### config.mk
export PLATFORM = sky130hd
export DESIGN_NAME = pms_sequencer
export DESIGN_NICKNAME = d
export VERILOG_FILES = /design/src/rtl/pms_pkg.sv /design/src/rtl/pms_bit_sync.sv /design/src/rtl/pms_hint_decode.sv /design/src/rtl/pms_step_plan.sv /design/src/rtl/pms_sequencer.sv
export SDC_FILE = /design/constraint.sdc
export NUM_CORES = 1
export LEC_CHECK = 0
export BUFFER_PORTS_ARGS = -buffer_cell sky130_fd_sc_hd__buf_2
export CAP_MARGIN = 20
export CORE_AREA = 2 2 39 41
export CTS_CLUSTER_SIZE = 28
export DETAILED_ROUTE_END_ITERATION = 12
export DIE_AREA = 0 0 41 43
export GPL_ROUTABILITY_DRIVEN = 0
export PLACE_DENSITY_LB_ADDON = 0.3
export RECOVER_POWER = 100
export SLEW_MARGIN = 20
export SYNTH_ARGS = -nofsm -noshare
export SYNTH_HDL_FRONTEND = slang
export SYNTH_HIERARCHICAL = 1
export SYNTH_SLANG_ARGS = --single-unit
export TNS_END_PERCENT = 5
### constraint.sdc
create_clock -name clk -period 1.9 [get_ports clk]
set_clock_uncertainty 0.1 [all_clocks]
set_input_delay 0.095 -clock clk [delete_from_list [all_inputs] [get_ports clk]]
set_output_delay 0.095 -clock clk [all_outputs]
set_load 0.02 [all_outputs]
### src/rtl/pms_pkg.sv
package pms_pkg;

    localparam int HINT_W = 3;
    localparam int MODE_W = 2;
    // reset value of the synchronized hint: "ON needed"
    localparam logic [HINT_W-1:0] HINT_RST = 3'b100;

    typedef enum logic [MODE_W-1:0] {
        PM_OFF  = 2'b00,
        PM_MRET = 2'b01,
        PM_FRET = 2'b10,
        PM_ON   = 2'b11
    } pmode_e;

    typedef enum logic [1:0] {
        SQ_IDLE,
        SQ_SETUP,
        SQ_WAIT,
        SQ_DONE
    } sq_state_e;

    typedef struct packed {
        sq_state_e st;
        pmode_e    pstate;
        pmode_e    cur;
        logic      preq;
    } sq_regs_t;

endpackage

### src/rtl/pms_bit_sync.sv
module pms_bit_sync #(
    parameter int   STAGES  = 2,
    parameter logic RST_VAL = 1'b0
) (
    input  logic clk,
    input  logic rst_n,
    input  logic din,
    output logic dout
);
    logic [STAGES-1:0] chain_q;
    logic [STAGES-1:0] chain_d;

    always_comb begin
        chain_d = {chain_q[STAGES-2:0], din};
    end

    always_ff @(posedge clk or negedge rst_n) begin
        if (!rst_n) chain_q <= {STAGES{RST_VAL}};
        else        chain_q <= chain_d;
    end

    assign dout = chain_q[STAGES-1];
endmodule

### src/rtl/pms_hint_decode.sv
module pms_hint_decode
    import pms_pkg::*;
(
    input  logic [HINT_W-1:0] hint,
    output pmode_e            target
);
    // highest demanded level wins
    always_comb begin
        if (hint[2])      target = PM_ON;
        else if (hint[1]) target = PM_FRET;
        else if (hint[0]) target = PM_MRET;
        else              target = PM_OFF;
    end
endmodule

### src/rtl/pms_step_plan.sv
module pms_step_plan
    import pms_pkg::*;
(
    input  pmode_e cur,
    input  pmode_e target,
    output logic   move,
    output pmode_e step
);
    logic direct_ok;

    always_comb begin
        direct_ok = (cur == PM_ON) || (target == PM_ON);
        move      = (cur != target);
        step      = direct_ok ? target : PM_ON;
    end
endmodule

### src/rtl/pms_sequencer.sv
module pms_sequencer
    import pms_pkg::*;
#(
    parameter int SYNC_STAGES = 2
) (
    input  logic              clk,
    input  logic              rst_n,
    input  logic [HINT_W-1:0] hint_async,
    input  logic              paccept,
    input  logic              pdeny,
    output logic              preq,
    output logic [MODE_W-1:0] pstate,
    output logic [MODE_W-1:0] cur_mode
);
    logic [HINT_W-1:0] hint_sync;
    pmode_e            target;
    pmode_e            step;
    logic              move;
    sq_regs_t          d, q;

    for (genvar i = 0; i < HINT_W; i++) begin : g_sync
        pms_bit_sync #(
            .STAGES  (SYNC_STAGES),
            .RST_VAL (HINT_RST[i])
        ) i_sync (
            .clk   (clk),
            .rst_n (rst_n),
            .din   (hint_async[i]),
            .dout  (hint_sync[i])
        );
    end

    pms_hint_decode i_dec (
        .hint   (hint_sync),
        .target (target)
    );

    pms_step_plan i_plan (
        .cur    (q.cur),
        .target (target),
        .move   (move),
        .step   (step)
    );

    always_comb begin
        d = q;
        unique case (q.st)
            SQ_IDLE: begin
                if (move) begin
                    d.pstate = step;
                    d.st     = SQ_SETUP;
                end
            end
            SQ_SETUP: begin
                d.preq = 1'b1;
                d.st   = SQ_WAIT;
            end
            SQ_WAIT: begin
                if (paccept) begin
                    d.preq = 1'b0;
                    d.cur  = q.pstate;
                    d.st   = SQ_DONE;
                end else if (pdeny) begin
                    d.preq = 1'b0;
                    d.st   = SQ_DONE;
                end
            end
            SQ_DONE: begin
                if (!paccept && !pdeny) d.st = SQ_IDLE;
            end
            default: d.st = SQ_IDLE;
        endcase
    end

    always_ff @(posedge clk or negedge rst_n) begin
        if (!rst_n) begin
            q.st     <= SQ_IDLE;
            q.pstate <= PM_ON;
            q.cur    <= PM_ON;
            q.preq   <= 1'b0;
        end else begin
            q <= d;
        end
    end

    assign preq     = q.preq;
    assign pstate   = q.pstate;
    assign cur_mode = q.cur;

    // a request that goes out is legal with respect to the recorded mode
    a_r3_legal_request: assert property (@(posedge clk) disable iff (!rst_n)
        $rose(preq) |-> ((pstate == PM_ON) || (cur_mode == PM_ON)) && (pstate != cur_mode));

    // mode is set up before the strobe rises
    a_r5_setup_first: assert property (@(posedge clk) disable iff (!rst_n)
        $rose(preq) |-> $stable(pstate));

    // mode holds while the strobe is high
    a_r5_pstate_hold: assert property (@(posedge clk) disable iff (!rst_n)
        (preq && $past(preq)) |-> $stable(pstate));

    // strobe drops after a response
    a_r5_drop_on_resp: assert property (@(posedge clk) disable iff (!rst_n)
        (preq && (paccept || pdeny)) |=> !preq);

    // no new request while a response is still high
    a_r6_wait_release: assert property (@(posedge clk) disable iff (!rst_n)
        (!preq && (paccept || pdeny)) |=> !preq);

    // accept records the requested mode
    a_r7_accept_records: assert property (@(posedge clk) disable iff (!rst_n)
        (preq && paccept) |=> (cur_mode == $past(pstate)));

    // deny keeps the recorded mode
    a_r8_deny_keeps: assert property (@(posedge clk) disable iff (!rst_n)
        (preq && pdeny && !paccept) |=> $stable(cur_mode));

endmodule

==> results.ini, run 1 <==
[sta]
rsz0062_at_grt=no
fin_hold_ws_ps=41.6
finalCritPeriodShare=0.928
finalHoldViolCount=0
relSlewSlack=0.549
tightest_slew_ps=677
drv_slew=0
setup_tns_ps=0
setup-violations-final=0
period_minus_slack_ps=1760
fmax_mhz=567

[clock_network]
clock_path_buffers=2
clk_latency_ps=270
clk_pin_slew_ps=70
cts-buffers-inserted=3
htree_levels=1
ctsResizeCount=0
cts.sink_count=13
cts-root-buf=clkbuf_4
hold_buffers=4
post_cts_buffers=0
cts_tree=done

[place]
dpl_cell_area_um2=657
io_buffers=11
dp_hpwl_um=649

[synth]
muxShareOfSynthArea=0.131
synth_fp_nets=60
syn_area_um2=612
synth_fa_ha_area_frac=0.102
seq_area_frac_synth=0.544
netlist_instances=48
synth-seq-cells=13
synth_compound_gate_area_share=0.0491
syn_avg_cell_area_um2=12.7
yosysUniqueCellTypes=17
synth_xor_area_frac=0.0286
synth-simple-area-share=0.0716
synth_top_family_by_area=multiplexers
yosysWarnings=6

[cells_and_area]
n_antenna_cell=0
final_area_um2=712
drive_gt1_frac=0.286
fin_nets=76
area_delta_synth_final_pct=16.4

[worst_setup_path]
end_kind=flip-flop
worstPathArrival_ps=1820
worst-endpoint-required_ps=1960
cpPeakStageDelay_ps=370
crit_path_cell_trace=or2_0 -> xnor2_1 -> nand2_1 -> inv_1 -> a221o_1 -> mux2_1
critPathSlowestCell=dfrtp_1
path_max_fanout=3
worstReg2RegEnd=q[6]
start_kind=flip-flop
endpoint=q[6]
rr_startpoint=g_sync[1].i_sync/chain_q[1]
regToRegSetupSlack_ps=140
ff2ff_path_depth=6
critical_path_class=flip-flop to flip-flop
crit_path_start=g_sync[1].i_sync/chain_q[1]

[detailed_routing]
wl_met3_um=40
wl_per_cell_um=10.9
vias=363
top_layer_used=met4
route.detailed.drc=0
wl_met2_um=369
viasPerCell=4.59
firstDrtPassIters=1
wirelength_met1_um=420
ant_nets=0
drt_iter0_markers=0
wl_um=863

[global_route]
first_global_vias=392
grt_usage=0.142
grt_pass1_wl_um=1550
grt_antenna_before_repair=0
grt_overflow=0
grt_max_degree=14

[floorplan]
die_w_um=41
initial_core_util=0.442
die_area_um2=1760
core_area_um2=1380
die_height_um=43
io_pins=12
num_rows=14

[power_and_ir_drop]
ir_drop_mv=0.573
power.leakage_nw=0.323
p_per_area_nw_per_um2=1410
finalPower_mw=1.01

[outcome]
outcome=complete, no violations

[worst_hold_path]
hp-class=primary input to flip-flop
worstHoldPathCells=4

[run]
max-cap-violations=0

[cell type report]
cell class	count	area, µm²
multi-input cells	27	230
clock buffers	4	26.3
fillers	126	672
flip-flops and latches	13	333
well taps	16	20.0
inverters	4	15.0
repair buffers	15	87.6
[where the power goes]
part	total (mW)	switching (mW)	internal, mW
combinational	0.398	0.218	0.180
clock	0.165	0.0837	0.0813
sequential	0.443	0.0640	0.379
total	1.01	0.366	0.640
[Yosys cell counts, drive strengths merged]
master	instances	share of area
dfrtp	7	0.29
dfstp	6	0.26
ha	5	0.10
mux2	5	0.098
buf	4	0.049
inv	4	0.025
nand2	4	0.025
mux2i	2	0.033
nand3b	2	0.025
nor2	2	0.012
xnor2	2	0.029
a21o	1	0.012
a221o	1	0.016
o21a	1	0.012
o21ai	1	0.0082
or2	1	0.010
[layer usage]
layer  global-route usage  up-vias
li1                     -      183
met1                0.177      167
met2                0.188        9
met3               0.0471        4
met4                0.120        0
met5                    0        -
[worst min-delay path by stage]
stage	slack (ps)	end	startpoint
after global routing	100	preq	pdeny
after detailed placement	-110	preq	rst_n
after floorplan	-300	g_sync[0].i_sync/chain_q[0]	rst_n
after CTS	40	preq	pdeny
final	40	preq	pdeny
after global placement	-110	preq	rst_n
[critical path: cells and delay by family, from the launching register on]
kind / cells / cell delay, ps
AOI/OAI and AO/OA: 1 / 340
xor gates and xnor gates: 1 / 130
buffers and inverters: 1 / 50
DFF: 1 / 370
muxes: 1 / 320
and+or+nand+nor: 2 / 330
[placed cells by master (no fill, tap or decap)]
cell and count:
o21ai_0 1, buf_2 5, inv_1 4, dfrtp_1 7
clkbuf_1 7, o21a_1 1, dlygate4sd3_1 4, nand2_1 4
or2_0 1, xnor2_1 2, a221o_1 1, nor2_1 2
mux2i_1 2, clkbuf_4 3, ha_1 5, mux2_2 4
dfstp_2 6, nand3b_1 2, mux2_1 1, a21o_1 1
[sequential cells by signal, indices dropped and copies added, names as in the netlist]
register               count
preq                       1
cur_mode                   2
pstate                     2
q                          2
g_sync.i_sync/chain_q      6
[kinds of logic after synthesis]
| kind of cell | count (synthesis) |
|---|---|
| flops | 13 |
| simple gates | 9 |
| buf+inv | 8 |
| mux | 7 |
| fa+ha+maj | 5 |
| compound gates | 4 |
| xor+xnor | 2 |
[through the flow]
step / std cells / util / setup slack, ps
6_report: 79 / 0.514 / 136
5_1_grt: 79 / 0.514 / 65.5
4_1_cts: 79 / 0.523 / 145
3_5_place_dp: 71 / 0.475 / 157
3_3_place_gp: 71 / 0.475 / 179
2_1_floorplan: 48 / - / 208
No activity file was read; power rests on OpenSTA's default activity.
==> run 2, diff against run 1 <==
--- a/config.mk
+++ b/config.mk
@@ -13,7 +13,7 @@
 export DIE_AREA = 0 0 41 43
 export GPL_ROUTABILITY_DRIVEN = 0
 export PLACE_DENSITY_LB_ADDON = 0.3
-export RECOVER_POWER = 100
+export REMOVE_ABC_BUFFERS = 1
 export SLEW_MARGIN = 20
 export SYNTH_ARGS = -nofsm -noshare
 export SYNTH_HDL_FRONTEND = slang
==> results.ini, run 2 (synthesis results as in run 1) <==
[clock_network]
post_cts_buffers=0
clk_latency_ps=270
cts-buffers-inserted=3
cts.sink_count=13
cts-root-buf=clkbuf_4
clk_pin_slew_ps=80
ctsResizeCount=0
htree_levels=1
clock_path_buffers=2
cts_tree=done

[cells_and_area]
fin_nets=76
final_cell_mix=11 x buf_2, 7 x dfrtp_1, 6 x dfstp_2, 5 x ha_1
largest_reg_flops=6
top_register=g_sync.i_sync/chain_q
final_common_cell=buf_2
area_delta_synth_final_pct=18.4
n_antenna_cell=0
drive_gt1_frac=0.413
final_area_um2=724
final_util=0.524

[sta]
rsz0062_at_grt=no
tightest_slew_ps=270
setup_tns_ps=0
period_minus_slack_ps=1770
finalHoldViolCount=0
relSlewSlack=0.820
setup-violations-final=0
fin_hold_ws_ps=28.4
drv_slew=0
fmax_mhz=566
finalCritPeriodShare=0.929

[power_and_ir_drop]
ir_drop_mv=0.668
p_per_area_nw_per_um2=1440
finalPower_mw=1.04
power.leakage_nw=0.343

[worst_setup_path]
start_kind=flip-flop
worstPathArrival_ps=1820
worst-endpoint-required_ps=1960
ff2ff_path_depth=6
path_max_fanout=3
end_kind=flip-flop
critical_path_class=flip-flop to flip-flop

[detailed_routing]
drt_iter0_markers=0
ant_nets=0
wl_um=888
firstDrtPassIters=1
route.detailed.drc=0
vias=372
wl_per_cell_um=11.2
viasPerCell=4.71

[place]
dp_hpwl_um=679
io_buffers=11
dpl_cell_area_um2=657

[global_route]
grt_pass1_wl_um=1440
grt_max_degree=14
first_global_vias=375
grt_overflow=0
grt_antenna_before_repair=0
grt_usage=0.126

[floorplan]
die_height_um=43
core_area_um2=1380
io_pins=12
initial_core_util=0.442
die_area_um2=1760
num_rows=14
die_w_um=41

[worst_hold_path]
hp-class=primary input to flip-flop
worstHoldPathCells=4

[run]
max-cap-violations=0

[outcome]
outcome=complete, no violations

-- run 2: cell types whose count changed in the layout (fill, tap and decap cells not counted), sizes merged --
| cell | change |
|---|---|
| clkbuf | -7 |
| clkinv | +1 |
| buf | +6 |
-- run 2: per-layer routing --
metal	GRT usage	vias to the layer above	wire length [µm]
met3	0.0157	2	51
met4	0.100	0	10
li1	-	185	-
met1	0.142	174	429
met2	0.200	11	398
met5	0	-	0
-- run 2: layout make-up --
class,count,area (µm²)
flip-flops and latches,13,333
clock buffers,3,22.5
repair buffers,15,95.1
clock inverters,1,5.00
inverters,4,15.0
fillers,123,659
multi-input cells,27,234
well taps,16,20.0
-- run 2: metrics by stage --
step | instances | setup slack, ps
floorplan | 44 | 205
global placement | 71 | 174
detailed placement | 71 | 131
CTS | 79 | 121
global route | 79 | 45.6
finish | 79 | 134
-- run 2: power by group --
group | leakage [nW] | switching (mW) | internal, mW | total, mW
registers | 0.145 | 0.0620 | 0.379 | 0.441
clock network | 0.0177 | 0.0862 | 0.0779 | 0.164
logic | 0.180 | 0.220 | 0.215 | 0.435
total | 0.343 | 0.368 | 0.672 | 1.04
-- run 2: worst paths after layout --
kind                                        startpoint  slack (ps)                     endpoint
min                                              pdeny          30                         preq
min in group asynchronous                        rst_n         130  g_sync[1].i_sync/chain_q[0]
max in group asynchronous                        rst_n        1300                    pstate[1]
max                        g_sync[1].i_sync/chain_q[1]         130                         q[6]
min reg2reg                g_sync[2].i_sync/chain_q[0]         260  g_sync[2].i_sync/chain_q[1]
max reg2reg                g_sync[1].i_sync/chain_q[1]         130                         q[6]
-- run 2: what timing repair did --
action                     in CTS  in global routing
setup endpoints to repair       0                  0
hold endpoints to repair       16                  0
hold buffers                    4                  0
-- run 2: worst max-delay path, stage by stage (launching register included) --
cell     delay, ps
dfrtp_1        380
or2_1          250
xnor2_1        130
nand2_1         90
inv_1           50
a221o_1        350
mux2_4         310
==> run 3, diff against run 2 <==
--- a/config.mk
+++ b/config.mk
@@ -7,10 +7,10 @@
 export LEC_CHECK = 0
 export BUFFER_PORTS_ARGS = -buffer_cell sky130_fd_sc_hd__buf_2
 export CAP_MARGIN = 20
-export CORE_AREA = 2 2 39 41
+export CORE_AREA = 4 4 41 43
 export CTS_CLUSTER_SIZE = 28
 export DETAILED_ROUTE_END_ITERATION = 12
-export DIE_AREA = 0 0 41 43
+export DIE_AREA = 0 0 45 47
 export GPL_ROUTABILITY_DRIVEN = 0
 export PLACE_DENSITY_LB_ADDON = 0.3
 export REMOVE_ABC_BUFFERS = 1
==> constraint.sdc (replaced) <==
create_clock -name clk -period 1.9 [get_ports clk]
set_clock_uncertainty 0.1 [all_clocks]
set_input_delay 0.57 -clock clk [delete_from_list [all_inputs] [get_ports clk]]
set_output_delay 0.57 -clock clk [all_outputs]
set_load 0.02 [all_outputs]
==> results.ini, run 3 (synthesis results as in run 1) <==
[place]
post-place-ws_ps=130
io_buffers=11
dp_hpwl_um=677

[detailed_routing]
route.detailed.drc=0
vias=352
drt_iter0_markers=0
wl_um=875
firstDrtPassIters=1
wl_per_cell_um=11.8
ant_nets=0
viasPerCell=4.76

[cells_and_area]
top_register=g_sync.i_sync/chain_q
area_delta_synth_final_pct=11.5
drive_gt1_frac=0.424
final_common_cell=buf_2
largest_reg_flops=6
n_antenna_cell=0
final_cell_mix=11 x buf_2, 7 x dfrtp_1, 6 x dfstp_2, 5 x ha_1
fin_nets=72
fill_cells=118

[floorplan]
die_height_um=47
num_rows=13
initial_core_util=0.470
die_w_um=45
die_area_um2=2120
io_pins=12
core_area_um2=1300

[clock_network]
clk_pin_slew_ps=80
cts_tree=done
htree_levels=1
cts.sink_count=13
hold_buffers=0
post_cts_buffers=0
cts-buffers-inserted=3
clk_latency_ps=270
clock_path_buffers=2
ctsResizeCount=0
cts-root-buf=clkbuf_4

[worst_setup_path]
end_kind=flip-flop
worstPathArrival_ps=1830
start_kind=flip-flop
worst-endpoint-required_ps=1960
critical_path_class=flip-flop to flip-flop
path_max_fanout=3

[run]
max-cap-violations=0

[global_route]
grt_usage=0.100
grt_max_degree=14
grt_overflow=0
first_global_vias=355
grt_pass1_wl_um=1470
grt_antenna_before_repair=0

[power_and_ir_drop]
ir_drop_mv=0.701
power.leakage_nw=0.323
p_per_area_nw_per_um2=1520

[sta]
fmax_mhz=565
setup_tns_ps=0
finalCritPeriodShare=0.932
setup-violations-final=0
finalHoldViolCount=0
drv_slew=0
tightest_slew_ps=276
period_minus_slack_ps=1770
relSlewSlack=0.816
rsz0062_at_grt=no
setup_ws_ps=129

[outcome]
outcome=complete, no violations

[worst_hold_path]
hp-class=primary input to asynchronous set/reset pin

run 3: per-stage QoR:
step | cells | hold slack [ps] | instance area (µm²) | total power [mW] | utilization
finish | 74 | 64.1 | 682 | 1.04 | 0.524
global route | 74 | 72.8 | 682 | 1.11 | 0.524
CTS | 74 | 67.8 | 682 | 1.05 | 0.524
detailed placement | 70 | 235 | 656 | 0.880 | 0.504
global placement | 70 | 234 | 656 | 0.873 | 0.504
floorplan | 44 | 174 | 582 | 0.764 | -
run 3: final timing paths:
check | end | slack (ps) | cells after the start | from
setup / recovery | q[6] | 130 | 6 | g_sync[1].i_sync/chain_q[1]
hold / removal | q[6] | 60 | 1 | rst_n
setup reg to reg | q[6] | 130 | 6 | g_sync[1].i_sync/chain_q[1]
hold reg to reg | g_sync[1].i_sync/chain_q[1] | 250 | 0 | g_sync[1].i_sync/chain_q[0]
max in group asynchronous | g_sync[2].i_sync/chain_q[0] | 1360 | 1 | rst_n
min in group clk | g_sync[1].i_sync/chain_q[1] | 250 | 0 | g_sync[1].i_sync/chain_q[0]
run 3: power breakdown:
group          internal (mW)  switching, mW
combinational          0.209          0.222
sequential             0.379         0.0629
clock                 0.0811         0.0839
total                  0.669          0.369
run 3: metal layers:
layer	GRT usage	share of wire	vias up	wire, µm
li1	-	-	176	-
met1	0.129	0.47	165	412
met2	0.141	0.45	9	393
met3	0.0345	0.063	2	55
met4	0.0702	0.015	0	13
met5	0	0	-	0
run 3: cell type report:
class                      count  area, µm²  area share
clock buffer                   4       26.3      0.0385
inverter                       4       15.0      0.0220
multi-input combinational     27        234       0.343
sequential                    13        333       0.488
tap                           15       18.8      0.0275
timing repair buffer          11       55.1      0.0807
run 3: worst max-delay path: stages (launching register included):
cell,delay (ps)
dfrtp_1,370
or2_1,240
xnor2_1,130
nand2_1,100
inv_1,60
a221o_1,360
mux2_4,310
